### src/rtl/gpio_alarm_regs.sv
module gpio_alarm_regs #(
  parameter int          NPIN     = 5,
  parameter logic [4:0]  DEV_ID   = 5'd1,
  parameter logic [15:0] BASE     = 16'hC010,
  parameter int          INV_LSB  = 8,
  parameter int          POL_BIT  = 13
) (
  input  logic        clk,
  input  logic        rst_n,
  input  logic [4:0]  reg_dev,
  input  logic [15:0] reg_addr,
  input  logic        reg_wr,
  input  logic        reg_rd,
  input  logic [15:0] reg_wdata,
  output logic [15:0] reg_rdata,
  input  logic [4:0]  pin_in,
  output logic [4:0]  pin_out,
  output logic [4:0]  pin_oe,
  input  logic        txflt_in,
  input  logic        glb_en,
  output logic        alarm_irq
);

  localparam logic [15:0] A_DIR  = BASE;
  localparam logic [15:0] A_STAT = BASE + 16'd1;
  localparam logic [15:0] A_CFG  = BASE + 16'd2;
  localparam logic [15:0] A_OUT  = BASE + 16'd3;

  logic [NPIN-1:0] dir_q, out_q, inv_q, en_q;
  logic            txpol_q;
  logic [NPIN-1:0] pin_s1, pin_s2, stat_lh;
  logic            tx_s1, tx_s2;
  logic [NPIN-1:0] corr;
  logic            tx_term;
  logic            dev_hit, wr_dir, wr_cfg, wr_out, rd_stat;

  assign dev_hit = (reg_dev == DEV_ID);
  assign wr_dir  = reg_wr && dev_hit && (reg_addr == A_DIR);
  assign wr_cfg  = reg_wr && dev_hit && (reg_addr == A_CFG);
  assign wr_out  = reg_wr && dev_hit && (reg_addr == A_OUT);
  assign rd_stat = reg_rd && dev_hit && (reg_addr == A_STAT);

  assign corr    = pin_s2 ^ inv_q;
  assign tx_term = tx_s2 ^ txpol_q;

  always_ff @(posedge clk or negedge rst_n) begin
    if (!rst_n) begin
      pin_s1 <= '0;
      pin_s2 <= '0;
      tx_s1  <= 1'b0;
      tx_s2  <= 1'b0;
    end else begin
      pin_s1 <= pin_in;
      pin_s2 <= pin_s1;
      tx_s1  <= txflt_in;
      tx_s2  <= tx_s1;
    end
  end

  always_ff @(posedge clk or negedge rst_n) begin
    if (!rst_n) begin
      dir_q   <= '0;
      out_q   <= '0;
      inv_q   <= '0;
      en_q    <= '0;
      txpol_q <= 1'b0;
    end else begin
      if (wr_dir) dir_q <= reg_wdata[NPIN-1:0];
      if (wr_out) out_q <= reg_wdata[NPIN-1:0];
      if (wr_cfg) begin
        en_q    <= reg_wdata[NPIN-1:0];
        inv_q   <= reg_wdata[INV_LSB +: NPIN];
        txpol_q <= reg_wdata[POL_BIT];
      end
    end
  end

  always_ff @(posedge clk or negedge rst_n) begin
    if (!rst_n) stat_lh <= '0;
    else if (rd_stat) stat_lh <= corr;
    else stat_lh <= stat_lh | corr;
  end

  always_ff @(posedge clk or negedge rst_n) begin
    if (!rst_n) alarm_irq <= 1'b0;
    else alarm_irq <= (glb_en && |(stat_lh & en_q)) || tx_term;
  end

  always_comb begin
    reg_rdata = '0;
    if (dev_hit) begin
      case (reg_addr)
        A_DIR:  reg_rdata[NPIN-1:0] = dir_q;
        A_OUT:  reg_rdata[NPIN-1:0] = out_q;
        A_STAT: begin
          reg_rdata[NPIN-1:0]        = pin_s2;
          reg_rdata[INV_LSB +: NPIN] = stat_lh;
        end
        A_CFG: begin
          reg_rdata[NPIN-1:0]        = en_q;
          reg_rdata[INV_LSB +: NPIN] = inv_q;
          reg_rdata[POL_BIT]         = txpol_q;
        end
        default: reg_rdata = '0;
      endcase
    end
  end

  assign pin_oe  = dir_q;
  assign pin_out = out_q;

endmodule


### config.mk
export PLATFORM = sky130hd
export DESIGN_NAME = gpio_alarm_regs
export DESIGN_NICKNAME = d
export VERILOG_FILES = /design/src/rtl/gpio_alarm_regs.sv
export SDC_FILE = /design/constraint.sdc
export NUM_CORES = 1
export LEC_CHECK = 0
export BUFFER_PORTS_ARGS = -buffer_cell sky130_fd_sc_hd__buf_2
export CORE_MARGIN = 3
export CORE_UTILIZATION = 40
export CTS_CLUSTER_SIZE = 10
export DETAILED_ROUTE_END_ITERATION = 6
export GPL_TIMING_DRIVEN = 0
export PLACE_DENSITY = 0.74
export SLEW_MARGIN = 20
export SYNTH_ARGS = -nofsm -noshare
export SYNTH_HDL_FRONTEND = slang
export SYNTH_SLANG_ARGS = --single-unit
### constraint.sdc
create_clock -name clk -period 2.5 [get_ports clk]
set_input_delay 0.5 -clock clk [delete_from_list [all_inputs] [get_ports clk]]
set_output_delay 0.5 -clock clk [all_outputs]
set_load 0.05 [all_outputs]
==> results.toml <==
[synthesis]
syn_inst = 140
async_flop_share = 1.000
yosys_warnings = 0
netlist_top_cells_area = "dfrtp_1, mux2_2, mux2_1, a21oi_1, mux2i_1"
synth_ff_type = "dfrtp_1"
synth_area_um2 = 1735
yosys.cell_count.top_type = "dfrtp_1"
synth.top_cell.area_share = 0.5624
ys_types = 27
synth_area_leader_cell = "dfrtp_1"
synthTopCellsByCount = "dfrtp_1, nor2_1, mux2_2"
synth_seq_cells = 39
syn_area_per_cell_um2 = 12.40
yosysSeqAreaShare = 0.5624
synth-edff-count = 0

[timing]
drv_slew = 0
worst_slack_ns = -0.07430
min_period_over_period = 1.030
setup_viol = 10
timing.slew.headroom = 0.4484
whs_ns = 0.3033
finalSetupTns_ns = -0.4538
fmax_mhz = 388.5
finalHoldViolCount = 0
tightest_slew_ns = 0.8275
final_period_minus_worst_setup_slack_ns = 2.574
rsz0062_at_grt = "true"
finClkSkew_ns = 0.007190

[die]
num_rows = 23
die_w_um = 71.87
fp.dieArea_um2 = 5165
start_util = 0.4247
die_y_um = 71.87
num_io_pins = 75
core_um2 = 4086

[clock_network]
cts-root-buf = "clkbuf_8"
cts.sinks = 39
cts_tree = "built"
clkLatencyLatePin_ns = 0.29
cts_made_buffers = 5
clk_pin_slew_ns = 0.07
clk_path_buf_depth = 2
cts_max_level = 2
hold_buffers = 0

[placement]
placed_cell_area_um2 = 2236
port_buffers = 62
hpwl_um = 2979
gp_congestion = 0.7552
pre_cts_ws_ns = -0.4860

[route]
via_per_inst = 5.052
via_count = 1354
drt-pass1-iter-count = 4
drt_iter0_drc = 24
drc = 0
final_antenna_net_count = 0
drt-total-wl_um = 4016
wl_per_cell_um = 14.99

[worst_setup_path]
r2r_cells = 4
cp_common_cell = "buf_6"
r2r-start = "en_q[2]"
timing.rr.end = "alarm_irq"
crit_chain = "buf_6, or4b_4, nor4b_4, nand2_4, buf_12, a21oi_4, buf_6"
rrSetupSlack_ns = 1.34
cp_data_required_time_ns = 2.00
arrival_ns = 2.07
cp-endpoint = "reg_rdata[4]"
cp-start-kind = "input pin"
cp_slowest_cell = "or4b_4"
cp-startpoint = "reg_addr[5]"
worstSetupPathType = "in -> out"
crit_path_end_kind = "primary output"
cpPeakStageDelay_ns = 0.57
cp_max_fo = 6

[global_routing]
antenna_found_initial = 0
grt_pass1_vias = 1367
grt_max_degree = 40
overflow = 0
grt_pass1_wl_um = 6430
grt_usage = 0.1639

[run_status]
violations = "negative setup slack"
outcome = "finished with violations"

[layout]
drive_gt1_frac = 0.5275
n_antenna_cell = 0
fin_area_um2 = 2502
synthToLayoutAreaGrowth_pct = 44.20
nets = 266

[pwr]
irDropWorstVdd_mv = 0.4313
p_per_area_nw_per_um2 = 469.7
p_leak_nw = 1.251

[min_path]
hold_class = "in -> async"

[flow_run]
maxCapViolations = 0
[what timing repair did]
action                     CTS  global route
gates resized for setup     32             9
pin swaps                    3             4
setup endpoints to repair   11            11
setup buffers                4             1
[where the power goes]
part,internal [W],leakage [nW],total [W],switching (W)
Sequential,0.000641,0.489,0.000646,0.00000502
Clock,0.000216,0.0470,0.000415,0.000199
Combinational,0.0000471,0.715,0.000114,0.0000669
[worst min-delay path by stage]
stage,to,slack [ns],depth (start not counted),start
after floorplan,alarm_irq,0.20,0,rst_n
after global placement,pin_s2[2],0.33,0,pin_s1[2]
after detailed placement,pin_s2[2],0.33,0,pin_s1[2]
final,txpol_q,0.30,1,rst_n
after global routing,pin_s1[0],0.30,1,pin_in[0]
after CTS,tx_s1,0.30,1,txflt_in
[critical path, delay by kind of cell]
kind            cells  cell delay [ns]
buf+inv             3             0.44
compound gates      1             0.12
simple gates        3             1.02
[state kept, by name, summed over array words and instances (netlist names), 5 cells and up]
name,cells
en_q,5
inv_q,5
pin_oe,5
pin_out,5
pin_s1,5
pin_s2,5
stat_lh,5
[cell families after synthesis]
| group | share of synthesized area |
|---|---|
| buf+inv | 0.03316 |
| simple gates | 0.1247 |
| compound gates | 0.08219 |
| flops | 0.5624 |
| mux | 0.1651 |
| other cells | 0.002161 |
| xor+xnor | 0.03028 |
[cell usage in the layout, fill, tap and decap left out, types with 2 or more instances in the layout]
cell and n:
nor2b_1 2, a21o_1 5, nand2_1 4, mux2_2 11
buf_4 9, xor2_1 5, or4b_4 2, a22oi_1 6
buf_2 50, clkbuf_8 6, a21oi_4 5, mux2_1 10
nand4_1 3, a21oi_1 5, nor2_1 7, nand2_2 4
nor2_4 5, buf_8 2, conb_1 5, buf_6 13
dfrtp_1 39, mux2i_1 5
[per-layer routing]
metal | global-route usage | wire (um) | vias to the layer above
met3 | 0.04488 | 329 | 5
met1 | 0.2042 | 1693 | 650
met5 | 0 | 0 | -
met2 | 0.2745 | 1942 | 53
met4 | 0.05637 | 51 | 0
li1 | - | - | 646
[through the flow]
step	std cells	power [W]	util
3_3_place_gp	256	0.0007678	0.5472
6_report	268	0.001175	0.6124
5_1_grt	268	0.001227	0.6124
4_1_cts	267	0.001192	0.6035
3_5_place_dp	256	0.0007687	0.5472
2_1_floorplan	144	0.0007156	-
[final cells by class]
type                       instances  area [um2]
clock buffer                       6       82.58
tap                               50       62.56
multi-input combinational         96       858.3
clock inverter                     1       5.005
timing repair buffer              67       456.7
buffer                             9       61.31
fill                             341        1584
sequential                        39       975.9
Note: power is estimated with default switching activity, not from simulation.
